### config.mk
export PLATFORM = sky130hd
export DESIGN_NAME = nib_dac_if
export DESIGN_NICKNAME = d
export VERILOG_FILES = /design/src/rtl/nib_dac_pkg.sv /design/src/rtl/nib_sync.sv /design/src/rtl/nib_input_bank.sv /design/src/rtl/nib_dac_latch.sv /design/src/rtl/nib_dac_if.sv
export SDC_FILE = /design/constraint.sdc
export NUM_CORES = 1
export LEC_CHECK = 0
export BUFFER_PORTS_ARGS = -buffer_cell sky130_fd_sc_hd__buf_2
export CAP_MARGIN = 20
export CORE_MARGIN = 4
export CORE_UTILIZATION = 30
export DETAILED_ROUTE_END_ITERATION = 7
export HOLD_SLACK_MARGIN = 0.02
export PLACE_DENSITY_LB_ADDON = 0.12
export SETUP_SLACK_MARGIN = 0.05
export SLEW_MARGIN = 20
export SYNTH_ARGS = -nofsm -noshare
export SYNTH_HDL_FRONTEND = slang
export SYNTH_SLANG_ARGS = --single-unit
### constraint.sdc
create_clock -name clk -period 2.2 [get_ports clk]
set_input_delay 0 -clock clk [delete_from_list [all_inputs] [get_ports clk]]
set_output_delay 0 -clock clk [all_outputs]
set_load 0.02 [all_outputs]
### src/rtl/nib_dac_pkg.sv
package nib_dac_pkg;

  // Holding-register select; bit 1 / bit 0 of the select port.
  typedef enum logic [1:0] {
    SEL_LO_MID = 2'b00,
    SEL_MID    = 2'b01,
    SEL_LO     = 2'b10,
    SEL_HI     = 2'b11
  } nib_sel_e;

  // Control pins, all active low, kept together through the synchroniser.
  typedef struct packed {
    logic cs_n;
    logic wr_n;
    logic ld_n;
    logic clr_n;
  } nib_ctl_t;

  localparam int CTL_W = $bits(nib_ctl_t);

endpackage

### src/rtl/nib_sync.sv
module nib_sync #(
  parameter int             W       = 4,
  parameter int             STAGES  = 2,
  parameter logic [W-1:0]   RST_VAL = '1
) (
  input  logic         clk,
  input  logic         rst,
  input  logic [W-1:0] d,
  output logic [W-1:0] q
);
  localparam int DEPTH = (STAGES < 2) ? 2 : STAGES;

  logic [DEPTH-1:0][W-1:0] chain;

  always_ff @(posedge clk) begin
    if (rst) chain <= {DEPTH{RST_VAL}};
    else     chain <= {chain[DEPTH-2:0], d};
  end

  assign q = chain[DEPTH-1];
endmodule

### src/rtl/nib_input_bank.sv
module nib_input_bank
  import nib_dac_pkg::*;
#(
  parameter int NIB_W = 4
) (
  input  logic               clk,
  input  logic               rst,
  input  logic               wr_act,
  input  nib_sel_e           sel,
  input  logic [2*NIB_W-1:0] bus,
  output logic [3*NIB_W-1:0] word
);
  localparam int BUS_W = 2 * NIB_W;

  logic             act_q;
  logic [BUS_W-1:0] cap_bus;
  nib_sel_e         cap_sel;
  logic [NIB_W-1:0] lo_q, mid_q, hi_q;
  logic             commit;

  assign commit = act_q && !wr_act;

  always_ff @(posedge clk) begin
    if (rst) begin
      act_q   <= 1'b0;
      cap_bus <= '0;
      cap_sel <= SEL_LO_MID;
      lo_q    <= '0;
      mid_q   <= '0;
      hi_q    <= '0;
    end else begin
      act_q <= wr_act;
      if (wr_act) begin
        cap_bus <= bus;
        cap_sel <= sel;
      end
      if (commit) begin
        unique case (cap_sel)
          SEL_LO_MID: begin
            lo_q  <= cap_bus[NIB_W-1:0];
            mid_q <= cap_bus[BUS_W-1:NIB_W];
          end
          SEL_LO:  lo_q  <= cap_bus[NIB_W-1:0];
          SEL_MID: mid_q <= cap_bus[BUS_W-1:NIB_W];
          SEL_HI:  hi_q  <= cap_bus[NIB_W-1:0];
        endcase
      end
    end
  end

  assign word = {hi_q, mid_q, lo_q};


  no_stray_write_chk: assert property (@(posedge clk) disable iff (rst)
    !(act_q && !wr_act) |=> $stable(word));


  hi_only_chk: assert property (@(posedge clk) disable iff (rst)
    (act_q && !wr_act && cap_sel == SEL_HI) |=> $stable(word[BUS_W-1:0]));


  lo_mid_keeps_hi_chk: assert property (@(posedge clk) disable iff (rst)
    (act_q && !wr_act && cap_sel == SEL_LO_MID) |=> $stable(word[3*NIB_W-1:BUS_W]));
endmodule

### src/rtl/nib_dac_latch.sv
module nib_dac_latch #(
  parameter int CODE_W = 12
) (
  input  logic              clk,
  input  logic              rst,
  input  logic              clr_s_n,
  input  logic              ld_s_n,
  input  logic [CODE_W-1:0] word,
  output logic [CODE_W-1:0] code,
  output logic              is_zero
);
  logic [CODE_W-1:0] code_q, code_nxt;
  logic              zero_q;

  always_comb begin
    if (!clr_s_n)     code_nxt = '0;
    else if (!ld_s_n) code_nxt = word;
    else              code_nxt = code_q;
  end

  always_ff @(posedge clk) begin
    if (rst) begin
      code_q <= '0;
      zero_q <= 1'b1;
    end else begin
      code_q <= code_nxt;
      zero_q <= (code_nxt == '0);
    end
  end

  assign code    = code_q;
  assign is_zero = zero_q;


  clear_wins_chk: assert property (@(posedge clk) disable iff (rst)
    !clr_s_n |=> code == '0);


  load_follows_chk: assert property (@(posedge clk) disable iff (rst)
    (clr_s_n && !ld_s_n) |=> code == $past(word));


  zero_flag_chk: assert property (@(posedge clk) disable iff (rst)
    is_zero == (code == '0));
endmodule

### src/rtl/nib_dac_if.sv
module nib_dac_if
  import nib_dac_pkg::*;
#(
  parameter int NIB_W       = 4,
  parameter int SYNC_STAGES = 2
) (
  input  logic               clk,
  input  logic               rst,
  input  logic               cs_n,
  input  logic               wr_n,
  input  logic               ld_n,
  input  logic               clr_n,
  input  logic [1:0]         sel,
  input  logic [2*NIB_W-1:0] data,
  output logic [3*NIB_W-1:0] dac_code,
  output logic               dac_zero
);
  localparam int CODE_W = 3 * NIB_W;

  nib_ctl_t          ctl_raw, ctl_s;
  logic [CODE_W-1:0] word;
  logic              wr_act;

  assign ctl_raw = '{cs_n: cs_n, wr_n: wr_n, ld_n: ld_n, clr_n: clr_n};

  nib_sync #(
    .W      (CTL_W),
    .STAGES (SYNC_STAGES),
    .RST_VAL({CTL_W{1'b1}})
  ) u_sync (
    .clk (clk),
    .rst (rst),
    .d   (ctl_raw),
    .q   (ctl_s)
  );

  assign wr_act = !ctl_s.cs_n && !ctl_s.wr_n;

  nib_input_bank #(.NIB_W(NIB_W)) u_bank (
    .clk    (clk),
    .rst    (rst),
    .wr_act (wr_act),
    .sel    (nib_sel_e'(sel)),
    .bus    (data),
    .word   (word)
  );

  nib_dac_latch #(.CODE_W(CODE_W)) u_latch (
    .clk     (clk),
    .rst     (rst),
    .clr_s_n (ctl_s.clr_n),
    .ld_s_n  (ctl_s.ld_n),
    .word    (word),
    .code    (dac_code),
    .is_zero (dac_zero)
  );


  code_holds_chk: assert property (@(posedge clk) disable iff (rst)
    (ctl_s.ld_n && ctl_s.clr_n) |=> $stable(dac_code));
endmodule

======== After elaboration in Yosys (flattened, before gate mapping) ========
Cells that the tools add are included.
storage, ports and cells
  flip-flop bits (word level) ............. 44
  input port bits ......................... 16
  output and inout port bits .............. 13
  logic and storage cells ................. 27
cells by class
  equality and inequality tests ........... 3
  mux-type cells .......................... 2
  reduce and logical (&&, ||, !) cells .... 12
operators by type and width
  operator              count
  $mux W12              2
  $logic_not A12 Y1     1
  $reduce_and A2 Y1     3
  $eq A2 B2 Y1 const B  2
  $reduce_or A2 Y1      2
  $logic_not A1 Y1      3
  $eq A2 B1 Y1 const B  1
  $logic_and A1 B1 Y1   2
  $logic_not A2 Y1      1

======== Longest topological paths before layout ========
  word-level depth ........................ 5
  depth in mapped cells ................... 4
  depth with buffers taken out ............ 3

======== Modules after synthesis ========
Synthesis repeated with hierarchy kept, for this count alone.
second synthesis, totals
  cells, all modules ...................... 159
  area, all modules ....................... 1697.9 µm²
modules (own cells, without submodules)
  module          times used  cells an instance  area each (µm²)  sequential area each (µm²)
  nib_input_bank  1           86                 918.4            460.4
  nib_dac_latch   1           52                 535.5            260.2
  nib_sync        1           20                 240.2            160.2
  nib_dac_if      1           1                  3.8              0.0

======== Worst setup path after synthesis ========
No wires, ideal clock.
  path kind ............................... reg-to-reg
  start point ............................. reg u_sync.chain (netlist bit u_sync.q[2])
  end point ............................... reg u_bank.cap_sel[0]
  library setup time ...................... 139 ps
  data arrival time ....................... 869 ps
  data required time ...................... 2061 ps
  slack ................................... 1192 ps
  stages on the path, launching flop included .. 5
  buffers on the path ..................... 1
  period minus slack after synthesis ...... 1008 ps
  cells stage by stage .................... dfxtp_1 -> or2_1 -> buf_6 -> nand2_2 -> a21oi_2
between the ends
  cells in the longest elaborated chain, start to end .. 2
ends and longest elaborated chain
  what                    line                  source
  from (decl)             nib_sync.sv:13        logic [DEPTH-1:0][W-1:0] chain;
  from (signal assigned)  nib_sync.sv:16        if (rst) chain <= {DEPTH{RST_VAL}};
  from (signal assigned)  nib_sync.sv:17        else chain <= {chain[DEPTH-2:0], d};
  $logic_not A1 Y1        nib_dac_if.sv:37      assign wr_act = !ctl_s.cs_n && !ctl_s.wr_n;
  $logic_and A1 B1 Y1     nib_dac_if.sv:37
  to (signal assigned)    nib_input_bank.sv:35  cap_sel <= sel;
  to (decl)               nib_input_bank.sv:17  nib_sel_e cap_sel;
Every way passes these cells.
A chain may end at the register's enable or synchronous reset.

======== Final worst setup path ========
  start point ............................. reg u_sync.chain (netlist bit u_sync.q[2])
  end point ............................... reg u_bank.cap_bus[1]
between the ends
  cells in the longest elaborated chain, start to end .. 2
ends and longest elaborated chain
  what                  line                  source
  $logic_not A1 Y1      nib_dac_if.sv:37
  $logic_and A1 B1 Y1   nib_dac_if.sv:37
  to (signal assigned)  nib_input_bank.sv:34  cap_bus <= bus;
  to (decl)             nib_input_bank.sv:16  logic [BUS_W-1:0] cap_bus;
Every way passes these cells.

==> reports/results.tsv <==
metric	value	unit
Final ANT Viol Nets	0	
synthesis-to-finish area growth	27.0	%
WP data arrival	1.51	ns
critical path capture point type	flip-flop	
TritonRoute pass-1 iters	4	
worst vdd ir	0.000370	V
fill cell count	525	
path type of the worst setup path	reg -> reg	
Tmin final	1.30	ns
CTS Root Cell	clkbuf_8	
hold path startpoint	rst	
number of global-route vias before repair	1241	
Finished Core Util	40.0	%
die span in y	81.9	um
fmax	0.771	GHz
Clock Skew	0.00776	ns
Setup-failing EPs final	0	
startpoint type of the worst setup path	flip-flop	
cell count of the worst hold path	2	
Starting Density	31.5	%
Inst Count DP	258	
Worst slew margin	59.9	%
Cells after Synth	166	
Critical Path, Cell by Cell	or2_1 -> nand2_2 -> a21oi_2	
hold path endpoint	u_bank.hi_q[0]	
Via density	4.52	
Worst EP required	2.42	ns
Main synth FF type	dfxtp_1	
reg2reg start	u_sync.q[2]	
worst slew pin tran	0.602	ns
CP peak stage delay	0.50	ns
Vias	1265	
Synth Net Count	182	
die area	6710	sq um
Tcrit/Tclk final	58.9	%
Layout Nets	225	
Post-DP Area	1840	sq um
dpl hpwl	2480	um
CP delay by family, top	simple AND/OR/NAND/NOR gates	
All-Layer GR Usage	11.3	%
largest net degree at the start of global routing	33	
final hold vios	0	
crit path max fanout	11	
initial antenna violation count	0	
Yosys warnings	0	
Antenna Cells	0	
number of synthesized register bits	44	
H-tree Lvls	2	
Pwr Density	708	nW/um^2
EDFF count, synth	0	
first-pass GRT wire length	5800	um
Netlist Area Pre-Place	1640	sq um
R2R Path End	u_bank.cap_bus[1]	
# resized after CTS	0	
1st-iter DRT viols	17	
r2r setup slk	0.90	ns
final std cells w/o fill	280	
pre-CTS WS	0.826	ns
buffers and inverters on the worst path	0	
fin area	2080	sq um
CP max stage cell	or2_1	
clock sinks	44	
average size of a mapped cell	9.88	sq um
Max-cap violations	0	
layout cells sized above 1	31.4	%
DRC viols	0	
Port Buffer Count	28	
Pleak	0.865	nW
io pins	29	
outcome	completed	
asr flop ratio synth	0	%
RSZ-0062 raised after global routing	false	
Slew Limit Fails	0	
clk_lat worst skew	0.29	ns
wire per inst	12.2	um
chip width	81.9	um
total wire length	3420	um
post-synthesis sequential area ratio	53.7	%
Fin Setup TNS	0	ns
CTS tree	done	
Critical Path Source	u_sync.q[2]	
Inserted Clock Buffers	5	
routability cong.	0.721	
Max Root-Sink Buffers	2	
most common cell after layout, fill and taps aside	dfxtp_1	
Worst Slack Setup Final	0.904	ns
most frequent cells in the layout	dfxtp_1 (44), buf_2 (28), nor2_1 (17)	
Synth cell types	26	
r2r worst-path depth	3	
remaining global-route overflow	0	
clk slew on worst S/H paths	0.08	ns
placeable core area	5200	sq um
cell row count	26	
worst hold path type	in -> reg	
kinds of logic after synthesis:
family / after synthesis / synth area share, %
compound gates: 32 / 14.1
simple gates: 63 / 19.1
mux: 16 / 9.76
buf+inv: 11 / 3.36
flops: 44 / 53.7
flip-flops by register name, summed over array words and instances (netlist names):
register	cells
u_sync.q	4
u_bank.act_q	1
u_bank.cap_bus	8
u_latch.is_zero	1
u_bank.lo_q	4
u_latch.code	12
u_bank.cap_sel	2
u_sync.chain	4
u_bank.mid_q	4
u_bank.hi_q	4
how the worst max path moves through the flow:
stage | to | slack [ns] | cells after the start
after floorplan | u_bank.cap_sel[0] | 1.19 | 4
after global placement | u_latch.is_zero | 0.86 | 4
after detailed placement | u_latch.is_zero | 0.83 | 4
after CTS | u_bank.cap_bus[7] | 0.89 | 3
after global routing | u_bank.cap_bus[0] | 0.77 | 3
final | u_bank.cap_bus[1] | 0.90 | 3
layout make-up:
| class | instances | area, sq um | area share, % |
|---|---|---|---|
| clock buffer | 6 | 72.6 | 3.48 |
| timing repair buffer | 43 | 288 | 13.8 |
| multi-input combinational | 111 | 704 | 33.8 |
| tap | 70 | 87.6 | 4.20 |
| sequential | 44 | 881 | 42.3 |
| inverter | 4 | 15.0 | 0.721 |
| clock inverter | 2 | 35.0 | 1.68 |
Yosys cell counts, types with 2 or more instances:
cell type,instances,area [sq um]
a211oi_1,2,15.0
a21oi_1,9,45.0
a21oi_2,9,78.8
buf_2,2,10.0
clkbuf_1,2,7.51
dfxtp_1,44,881
inv_1,4,15.0
mux2i_1,16,160
nand2_1,11,41.3
nand2_2,9,56.3
nand3_1,8,40.0
nor2_1,17,63.8
nor4_1,6,37.5
o21ai_1,8,40.0
or2_2,8,50.1
power by group:
part           internal (mW)  leakage (nW)  switching, mW  total [mW]
combinational         0.0367         0.453         0.0286      0.0653
sequential             0.804         0.356        0.00759       0.812
clock                  0.337        0.0552          0.260       0.597
metrics by stage:
stage	hold WS (ns)	power [mW]
finish	0.191	1.47
global route	0.232	1.53
CTS	0.201	1.49
detailed placement	0.187	0.878
global placement	0.183	0.877
floorplan	0.104	0.860
what timing repair did:
action | 4_1_cts | 5_1_grt
buffers inserted | 0 | 0
hold endpoints to repair | 14 | 0
hold buffers | 14 | 0
per-layer routing:
metal	track usage [%]	vias up	part of all wire, %
li1	-	652	-
met1	14.1	583	49
met2	18.3	26	45
met3	3.95	4	4.6
met4	3.49	0	0.73
met5	0	-	0
(Power assumes the default switching activity.)
